**src/rtl/tsense_pkg.sv**
```systemverilog
`timescale 1ns/1ps
package tsense_pkg;

    localparam int TEMP_W = 13;
    localparam int CMP_W  = TEMP_W + 2;

    localparam logic [7:0] A_CAP   = 8'h00;
    localparam logic [7:0] A_CFG   = 8'h01;
    localparam logic [7:0] A_UPPER = 8'h02;
    localparam logic [7:0] A_LOWER = 8'h03;
    localparam logic [7:0] A_CRIT  = 8'h04;
    localparam logic [7:0] A_TEMP  = 8'h05;
    localparam logic [7:0] A_MANID = 8'h06;
    localparam logic [7:0] A_DEVID = 8'h07;
    localparam logic [7:0] A_BUS   = 8'h22;

    typedef struct packed {
        logic [1:0] hyst;
        logic       shdn;
        logic       ev_lock;
        logic       cr_lock;
        logic       crit_only;
    } cfg_t;

    // hysteresis code to margin in sample LSBs
    function automatic logic signed [CMP_W-1:0] hyst_lsb(input logic [1:0] code);
        case (code)
            2'd0:    return CMP_W'(0);
            2'd1:    return CMP_W'(24);
            2'd2:    return CMP_W'(48);
            default: return CMP_W'(96);
        endcase
    endfunction

    function automatic logic signed [CMP_W-1:0] widen(input logic [TEMP_W-1:0] v);
        return {{(CMP_W-TEMP_W){v[TEMP_W-1]}}, v};
    endfunction

endpackage

```
**src/rtl/tsense_ctrl.sv**
```systemverilog
`timescale 1ns/1ps
module tsense_ctrl
    import tsense_pkg::*;
#(
    parameter int AW = 8,
    parameter int DW = 16
) (
    input  logic              clk,
    input  logic              rst_n,
    input  logic [AW-1:0]     addr,
    input  logic [DW-1:0]     wdata,
    input  logic              wr_en,
    output cfg_t              cfg,
    output logic [TEMP_W-1:0] upper_lim,
    output logic [TEMP_W-1:0] lower_lim,
    output logic [TEMP_W-1:0] crit_lim,
    output logic              bus_to
);

    typedef struct packed {
        cfg_t              cfg;
        logic [TEMP_W-1:0] upper;
        logic [TEMP_W-1:0] lower;
        logic [TEMP_W-1:0] crit;
        logic              bus_to;
    } ctrl_t;

    ctrl_t st_d, st_q;

    wire unused_wdata = ^{wdata[DW-1:11], wdata[5:3], wdata[1:0]};

    always_comb begin
        st_d = st_q;
        if (wr_en) begin
            case (addr)
                A_CFG: begin
                    st_d.cfg.shdn      = wdata[8];
                    st_d.cfg.crit_only = wdata[2];
                    st_d.cfg.ev_lock   = st_q.cfg.ev_lock | wdata[7];
                    st_d.cfg.cr_lock   = st_q.cfg.cr_lock | wdata[6];
                    if (!st_q.cfg.ev_lock && !st_q.cfg.cr_lock)
                        st_d.cfg.hyst = wdata[10:9];
                end
                A_UPPER: if (!st_q.cfg.ev_lock) st_d.upper = wdata[TEMP_W-1:0];
                A_LOWER: if (!st_q.cfg.ev_lock) st_d.lower = wdata[TEMP_W-1:0];
                A_CRIT:  if (!st_q.cfg.cr_lock) st_d.crit  = wdata[TEMP_W-1:0];
                A_BUS:   st_d.bus_to = wdata[7];
                default: ;
            endcase
        end
    end

    always_ff @(posedge clk or negedge rst_n) begin
        if (!rst_n) st_q <= '0;
        else        st_q <= st_d;
    end

    assign cfg       = st_q.cfg;
    assign upper_lim = st_q.upper;
    assign lower_lim = st_q.lower;
    assign crit_lim  = st_q.crit;
    assign bus_to    = st_q.bus_to;

endmodule

```
**src/rtl/tsense_alarm.sv**
```systemverilog
`timescale 1ns/1ps
module tsense_alarm
    import tsense_pkg::*;
(
    input  logic              clk,
    input  logic              rst_n,
    input  logic              smp_valid,
    input  logic [TEMP_W-1:0] smp_temp,
    input  cfg_t              cfg,
    input  logic [TEMP_W-1:0] upper_lim,
    input  logic [TEMP_W-1:0] lower_lim,
    input  logic [TEMP_W-1:0] crit_lim,
    output logic [TEMP_W-1:0] temp,
    output logic              al_crit,
    output logic              al_up,
    output logic              al_lo,
    output logic              event_o
);

    typedef struct packed {
        logic [TEMP_W-1:0] temp;
        logic              crit;
        logic              up;
        logic              lo;
    } alarm_t;

    alarm_t st_d, st_q;

    logic signed [CMP_W-1:0] t_s, up_s, lo_s, cr_s, h_s;

    always_comb begin
        t_s  = widen(smp_temp);
        up_s = widen(upper_lim);
        lo_s = widen(lower_lim);
        cr_s = widen(crit_lim);
        h_s  = hyst_lsb(cfg.hyst);

        st_d = st_q;
        if (smp_valid && !cfg.shdn) begin
            st_d.temp = smp_temp;

            if (t_s > up_s)             st_d.up = 1'b1;
            else if (t_s <= up_s - h_s) st_d.up = 1'b0;

            if (t_s < lo_s)             st_d.lo = 1'b1;
            else if (t_s >= lo_s + h_s) st_d.lo = 1'b0;

            if (t_s >= cr_s)            st_d.crit = 1'b1;
            else if (t_s < cr_s - h_s)  st_d.crit = 1'b0;
        end
    end

    always_ff @(posedge clk or negedge rst_n) begin
        if (!rst_n) st_q <= '0;
        else        st_q <= st_d;
    end

    assign temp    = st_q.temp;
    assign al_crit = st_q.crit;
    assign al_up   = st_q.up;
    assign al_lo   = st_q.lo;
    assign event_o = cfg.crit_only ? st_q.crit : (st_q.crit | st_q.up | st_q.lo);

endmodule

```
**src/rtl/tsense_rdmux.sv**
```systemverilog
`timescale 1ns/1ps
module tsense_rdmux
    import tsense_pkg::*;
#(
    parameter int          AW      = 8,
    parameter int          DW      = 16,
    parameter logic [7:0]  CAP_LOW = 8'h05,
    parameter logic [15:0] MAN_ID  = 16'h1B2C,
    parameter logic [15:0] DEV_ID  = 16'h3A01
) (
    input  logic              clk,
    input  logic              rst_n,
    input  logic [AW-1:0]     addr,
    input  logic              rd_en,
    input  cfg_t              cfg,
    input  logic [TEMP_W-1:0] upper_lim,
    input  logic [TEMP_W-1:0] lower_lim,
    input  logic [TEMP_W-1:0] crit_lim,
    input  logic              bus_to,
    input  logic [TEMP_W-1:0] temp,
    input  logic              al_crit,
    input  logic              al_up,
    input  logic              al_lo,
    output logic [DW-1:0]     rdata
);

    localparam int PAD = DW - TEMP_W;

    logic [DW-1:0] rd_d, rd_q, word;

    always_comb begin
        case (addr)
            A_CAP:   word = DW'({8'h00, CAP_LOW});
            A_CFG:   word = DW'({5'b0, cfg.hyst, cfg.shdn, cfg.ev_lock, cfg.cr_lock,
                                 3'b0, cfg.crit_only, 2'b0});
            A_UPPER: word = {{PAD{1'b0}}, upper_lim};
            A_LOWER: word = {{PAD{1'b0}}, lower_lim};
            A_CRIT:  word = {{PAD{1'b0}}, crit_lim};
            A_TEMP:  word = {al_crit, al_up, al_lo, temp};
            A_MANID: word = DW'(MAN_ID);
            A_DEVID: word = DW'(DEV_ID);
            A_BUS:   word = DW'({8'h00, bus_to, 7'b0});
            default: word = '0;
        endcase
        rd_d = rd_en ? word : rd_q;
    end

    always_ff @(posedge clk or negedge rst_n) begin
        if (!rst_n) rd_q <= '0;
        else        rd_q <= rd_d;
    end

    assign rdata = rd_q;

endmodule

```
**src/rtl/tsense_regbank.sv**
```systemverilog
`timescale 1ns/1ps
module tsense_regbank
    import tsense_pkg::*;
#(
    parameter logic [7:0]  CAP_LOW = 8'h05,
    parameter logic [15:0] MAN_ID  = 16'h1B2C,
    parameter logic [15:0] DEV_ID  = 16'h3A01
) (
    input  logic          clk,
    input  logic          rst_n,
    input  logic          smp_valid,
    input  logic [12:0]   smp_temp,
    input  logic [7:0]    addr,
    input  logic [15:0]   wdata,
    input  logic          wr_en,
    input  logic          rd_en,
    output logic [15:0]   rdata,
    output logic          event_o
);

    cfg_t              cfg_q;
    logic [TEMP_W-1:0] upper_lim, lower_lim, crit_lim, temp_q;
    logic              bus_to, al_crit, al_up, al_lo;

    tsense_ctrl #(.AW(8), .DW(16)) u_ctrl (
        .clk       (clk),
        .rst_n     (rst_n),
        .addr      (addr),
        .wdata     (wdata),
        .wr_en     (wr_en),
        .cfg       (cfg_q),
        .upper_lim (upper_lim),
        .lower_lim (lower_lim),
        .crit_lim  (crit_lim),
        .bus_to    (bus_to)
    );

    tsense_alarm u_alarm (
        .clk       (clk),
        .rst_n     (rst_n),
        .smp_valid (smp_valid),
        .smp_temp  (smp_temp),
        .cfg       (cfg_q),
        .upper_lim (upper_lim),
        .lower_lim (lower_lim),
        .crit_lim  (crit_lim),
        .temp      (temp_q),
        .al_crit   (al_crit),
        .al_up     (al_up),
        .al_lo     (al_lo),
        .event_o   (event_o)
    );

    tsense_rdmux #(
        .AW(8), .DW(16), .CAP_LOW(CAP_LOW), .MAN_ID(MAN_ID), .DEV_ID(DEV_ID)
    ) u_rd (
        .clk       (clk),
        .rst_n     (rst_n),
        .addr      (addr),
        .rd_en     (rd_en),
        .cfg       (cfg_q),
        .upper_lim (upper_lim),
        .lower_lim (lower_lim),
        .crit_lim  (crit_lim),
        .bus_to    (bus_to),
        .temp      (temp_q),
        .al_crit   (al_crit),
        .al_up     (al_up),
        .al_lo     (al_lo),
        .rdata     (rdata)
    );

endmodule

```
**config.mk**
```make
export PLATFORM = sky130hd
export DESIGN_NAME = tsense_regbank
export DESIGN_NICKNAME = d
export VERILOG_FILES = /design/src/rtl/tsense_pkg.sv /design/src/rtl/tsense_ctrl.sv /design/src/rtl/tsense_alarm.sv /design/src/rtl/tsense_rdmux.sv /design/src/rtl/tsense_regbank.sv
export SDC_FILE = /design/constraint.sdc
export NUM_CORES = 1
export LEC_CHECK = 0
export ABC_AREA = 1
export BUFFER_PORTS_ARGS = -buffer_cell sky130_fd_sc_hd__buf_2
export CAP_MARGIN = 20
export CORE_ASPECT_RATIO = 1.2
export CORE_MARGIN = 8
export CORE_UTILIZATION = 55
export CTS_CLUSTER_SIZE = 10
export DETAILED_ROUTE_END_ITERATION = 8
export PLACE_DENSITY = 0.83
export SLEW_MARGIN = 40
export SYNTH_ARGS = -nofsm -noshare
export SYNTH_HDL_FRONTEND = slang
export SYNTH_HIERARCHICAL = 1
export SYNTH_SLANG_ARGS = --single-unit
```
**constraint.sdc**
```tcl
create_clock -name clk -period 4.3 [get_ports clk]
set_clock_uncertainty 0.2 [all_clocks]
set_input_delay 0.215 -clock clk [delete_from_list [all_inputs] [get_ports clk]]
set_output_delay 0.215 -clock clk [all_outputs]
set_load 0.005 [all_outputs]
```
### After elaboration in Yosys (flattened, before gate mapping)

Index checks and enable logic that the tools add are counted.

| storage, ports and cells | value |
|---|---|
| flip-flop bits (word level) | 78 |
| word-level logic and storage cells | 67 |

| operators by class | value |
|---|---|
| add/sub/neg operators | 3 |
| $lt $le $gt $ge | 6 |
| equality and inequality tests | 10 |
| mux-type cells | 9 |
| bitwise logic cells | 6 |
| reduce and logical (&&, ||, !) cells | 19 |

Operator list:

| operator | number |
|---|---|
| 16-bit one-hot mux with 9 select lines | 1 |
| 8-bit by 3-bit equality test with 1-bit output, second input constant | 4 |
| 13-bit by 8-bit subtractor with 14-bit output | 2 |
| 7-bit one-hot mux with 3 select lines | 1 |
| 8-bit by 2-bit equality test with 1-bit output, second input constant | 2 |
| 13-bit by 8-bit adder with 14-bit output | 1 |
| 13-bit by 14-bit greater-or-equal comparator with 1-bit output | 1 |
| 13-bit by 14-bit less-or-equal comparator with 1-bit output | 1 |
| 13-bit by 14-bit less-than comparator with 1-bit output | 1 |
| 13-bit greater-or-equal comparator | 1 |
| 13-bit greater-than comparator | 1 |
| 13-bit less-than comparator | 1 |
| 3-bit AND reduction | 4 |
| 2-bit AND reduction | 5 |
| 8-bit by 1-bit equality test with 1-bit output, second input constant | 1 |
| 8-bit by 6-bit equality test with 1-bit output, second input constant | 1 |
| 8-bit logical NOT | 1 |
| 1-bit two-way mux | 7 |
| 2-bit nonzero test | 3 |
| 1-bit bitwise OR | 4 |
| 1-bit logical NOT | 3 |
| 2-bit by 1-bit equality test with 1-bit output, second input constant | 1 |
| 2-bit equality test, second input constant | 1 |
| 1-bit logical AND | 2 |
| other kinds (2) | 3 |

### Logic depth before layout (Yosys ltp)

| depth | value |
|---|---|
| word-level depth | 6 |
| gate-level depth with buffers | 25 |
| mapped depth without buffers | 25 |

### Cells and area by module

Netlist, hierarchy kept.

By module, submodules not included:

| module | times used | cells each | area each (um^2) |
|---|---|---|---|
| tsense_alarm | 1 | 523 | 3434.5 |
| tsense_ctrl | 1 | 236 | 2043.2 |
| tsense_rdmux | 1 | 221 | 1437.6 |

### Worst setup path after synthesis

Ideal clock, no wire load.

| timing | value |
|---|---|
| path type | reg2reg |
| start point | register u_ctrl.st_q, in the netlist u_ctrl/cfg[4] |
| end point | register u_alarm.st_q, in the netlist u_alarm/al_lo |
| library setup time | 117 ps |
| data arrival time | 2817 ps |
| required time | 3983 ps |
| setup slack | 1166 ps |
| stages on the path, launching flop included | 24 |
| buffers on the path | 0 |
| cells stage by stage | dfrtp_1 -> ha_1 -> nor2_4 -> inv_1 -> ha_1 -> a21oi_1 -> nand2_1 -> nand2_1 -> nand2_1 -> nand3_1 -> nor2_1 -> xor2_1 -> ha_1 -> nand2_1 -> nor2_1 -> inv_1 -> nor2_1 -> nand2_1 -> nand2_1 -> nand2_1 -> nand3_1 -> nand2_1 -> nand2_1 -> nand2_1 |

| on the way | value |
|---|---|
| longest elaborated chain between the ends | 6 |
| elaborated cells between the ends (all ways) | 8 |

Ends and longest elaborated chain:

| element | RTL line | RTL |
|---|---|---|
| start: declaration | tsense_ctrl.sv:28 | `ctrl_t st_d, st_q;` |
| start signal: assignment | tsense_ctrl.sv:55 | `else st_q <= st_d;` |
| 2-bit equality test (tied with other cells) | tsense_pkg.sv:27 | `case (code)` |
| 7-bit one-hot mux with 3 select lines * | tsense_pkg.sv:27 |  |
| 13-bit by 8-bit adder with 14-bit output * | tsense_alarm.sv:46 | `else if (t_s >= lo_s + h_s) st_d.lo = 1'b0;` |
| 13-bit by 14-bit greater-or-equal comparator with 1-bit output * | tsense_alarm.sv:46 |  |
| 2-bit nonzero test (no source line) * | -- |  |
| 2-bit AND reduction (no source line) * | -- |  |
| end signal: assignment | tsense_alarm.sv:55 | `else st_q <= st_d;` |
| end: declaration | tsense_alarm.sv:27 | `alarm_t st_d, st_q;` |

Every way passes the cells marked *; elsewhere a longest branch is shown, timed or not.
A chain may end at the register's enable or synchronous reset.

### Worst setup path after layout

Ends and elaborated chain as after synthesis.

==> results.cfg <==
[outcome]
status = finished, final reports clean

[final_layout]
fin_nets = 1174
regArea_mm2 = 0.00195
nFillCells = 1108
drive_gt1_share_pct = 11.3
area_growth_pct = 11.7
num_antenna_cells = 0
multi_input_area_mm2 = 0.00429

[global_route]
grtUsageMet1_pct = 29.5
grt_pass1_wl_mm = 32.2
use_met3_pct = 3.71
busiest_layer = met2
grt_max_degree = 79
grt-ovfl-total = 0
grt_use_total_pct = 24.4
antenna_found_initial = 0
grt_pass1_vias = 6673
use_met2_pct = 40.2

[sta]
fin_setup_tns_ns = 0
holdWs_ns = 0.0284
hold_violations = 0
fmax_mhz = 280
fin_ws_ns = 0.725
period_share_pct = 83.1
worst_pin_slew_ns = 0.703
rsz0062_at_grt = no
relSlewSlack_pct = 53.1
setup_viol = 0
final-max-slew-violation-count = 0
period_minus_slack_ns = 3.57

[synth]
netlist.area_leader.share_pct = 28.2
yosysSeqAreaShare_pct = 28.2
synth_area_mm2 = 0.00692
synth_most_common_cell = nand2_1
syn_inst = 980
yosys.area.top_type = dfrtp_1
synth_top_cells_by_area = dfrtp_1 (28%), nand2_1 (19%), ha_1 (15%), nand3_1 (10%), inv_1 (6.4%)
yosys_warnings = 6
yosysUniqueCellTypes = 39
synth_commonest_cells = nand2_1 (343), nand3_1 (141), inv_1 (118)
async_reset_ff_share_pct = 100
syn_area_per_cell_um2 = 7.06
ys_ff_latch = 78
synth_nets = 1109
synth-edff-count = 0
ys.flop_type = dfrtp_1

[route]
drc_errors = 0
first_pass_iters = 6
antenna_left = 0
vias = 6806
viasPerCell = 5.61
drt_iter0_drc = 690
post_drt_wl_per_cell_um = 16.3
routed_wl_mm = 19.7

[cts]
clkTransAtPathRegs_ns = 0.06
postCtsHoldBufs = 20
cts_root_buf = clkbuf_16
cts_tree = yes
insertion_delay_ns = 0.34
cts_resized = 0
clk_path_buf_depth = 2
numCtsBuffers = 9
post_cts_buffers = 0
cts.sinks = 78
htreeDepth = 3

[die]
initial_core_util_pct = 55.6
die_h_um = 139
rows = 45
die_x_um = 118
io_pins = 59
coreArea_mm2 = 0.0124
die_area_mm2 = 0.0164

[critical_path]
critical-path-top-delay-family = simple AND/OR/NAND/NOR gates
crit_chain = inv_1, ha_1, inv_1, fa_1, nand3_1, nand3_1, nand4_1, o21ai_1, ha_1, nand2_1, nor2_1, inv_1, nor2_1, nand2_1, nand2_1, nand2_1, nand3_1, nand2_1, nand2_1, nand2_1
slowest_stage = dfrtp_1
slowest_delay_ns = 0.50
startpoint_type = register
worst-setup-path-type = register to register
arrival_ns = 3.60
path_common_cell = nand2_1
crit_fanout = 6
end_kind = register
worst-endpoint-required_ns = 4.32
critPathBufInv = 3

[placement]
place_hpwl_mm = 14.6
io_buffers = 55
pre_cts_slack_ns = 0.796
globalplace.congestion = 0.963

[pwr]
peakVddDrop_v = 0.000270
p_leak_uw = 0.00424
power_per_cell_area_mw_per_mm2 = 237

[job]
maxCapViolations = 0

[hold_path]
hold_class = input port to register
==> layout by cell type (no fill, tap or decap), types with 7 or more instances in the layout <==
cell / instances
nand2_1: 343
nand3_1: 141
inv_1: 118
ha_1: 84
dfrtp_1: 78
buf_2: 54
nor2_1: 54
a21oi_1: 27
dlygate4sd3_1: 20
o21ai_0: 14
xor2_1: 13
clkbuf_16: 9
nor2_2: 9
nor2_4: 8
o21bai_1: 7
nand2_2: 7
nand4_1: 7
==> flip-flops by register name (all words and copies together), names as in the netlist <==
register,flops
u_ctrl/cfg,6
u_ctrl/lower_lim,13
u_ctrl/crit_lim,13
u_rd/rdata,16
u_ctrl/bus_to,1
u_alarm/temp,13
u_alarm/al_lo,1
u_alarm/al_up,1
u_alarm/al_crit,1
u_ctrl/upper_lim,13
==> logic make-up (layout without fill, tap and decap cells) <==
logic type	Yosys count	after routing	synth area share, %
adder cells (fa/ha/maj)	87	87	16.1
flip-flops	78	78	28.2
AND/OR/NAND/NOR	590	590	38.0
XOR/XNOR	22	22	3.22
AO/OA/AOI/OAI	57	57	4.69
buffers and inverters	146	216	9.77
==> cell type report <==
type / instances / area share (%)
repair buffers: 76 / 6.34
clock buffers: 10 / 2.97
multi-input cells: 756 / 55.5
inverters: 124 / 6.12
flip-flops and latches: 78 / 25.3
clock inverters: 6 / 1.12
well taps: 164 / 2.66
==> path summary, 6_finish.rpt <==
check / startpoint / to / slack (ns) / cells after the start
max: u_ctrl/cfg[4]$_DFFE_PN0P_ / u_alarm/al_lo$_DFFE_PN0P_ / 0.73 / 20
min: smp_temp[5] / u_alarm/temp[5]$_DFFE_PN0P_ / 0.03 / 3
max reg2reg: u_ctrl/cfg[4]$_DFFE_PN0P_ / u_alarm/al_lo$_DFFE_PN0P_ / 0.73 / 20
min reg2reg: u_rd/rdata[8]$_DFFE_PN0P_ / u_rd/rdata[8]$_DFFE_PN0P_ / 0.28 / 2
max in group asynchronous: rst_n / u_ctrl/upper_lim[5]$_DFFE_PN0P_ / 3.14 / 2
min in group asynchronous: rst_n / u_alarm/al_lo$_DFFE_PN0P_ / 0.27 / 2
==> power breakdown <==
group	total (uW)	switching [uW]	internal [uW]
logic	251	163	88.3
clock network	811	304	507
registers	769	16.7	752
==> metal layers <==
layer,up-vias,share of wire [%]
met3,84,7.7
li1,3271,-
met5,-,0
met1,3109,40
met2,342,47
met4,0,5.3
==> stage by stage <==
stage | total power, uW | cells | util, % | instance area (um^2)
2_1_floorplan | 917 | 980 | - | 6920
3_3_place_gp | 1010 | 1178 | 57.9 | 7200
3_5_place_dp | 1020 | 1178 | 57.9 | 7210
4_1_cts | 1830 | 1214 | 62.1 | 7720
5_1_grt | 1900 | 1214 | 62.1 | 7720
6_report | 1830 | 1214 | 62.1 | 7720
==> worst reg2reg max path, cell delays in order (launching register included) <==
cell	delay [ns]
dfrtp_1	0.50
inv_1	0.10
ha_1	0.38
inv_1	0.14
fa_1	0.46
nand3_1	0.11
nand3_1	0.14
nand4_1	0.16
o21ai_1	0.08
ha_1	0.35
nand2_1	0.09
nor2_1	0.14
inv_1	0.05
nor2_1	0.16
nand2_1	0.09
nand2_1	0.07
nand2_1	0.04
nand3_1	0.06
nand2_1	0.05
nand2_1	0.06
nand2_1	0.05
(Power assumes the default switching activity.)
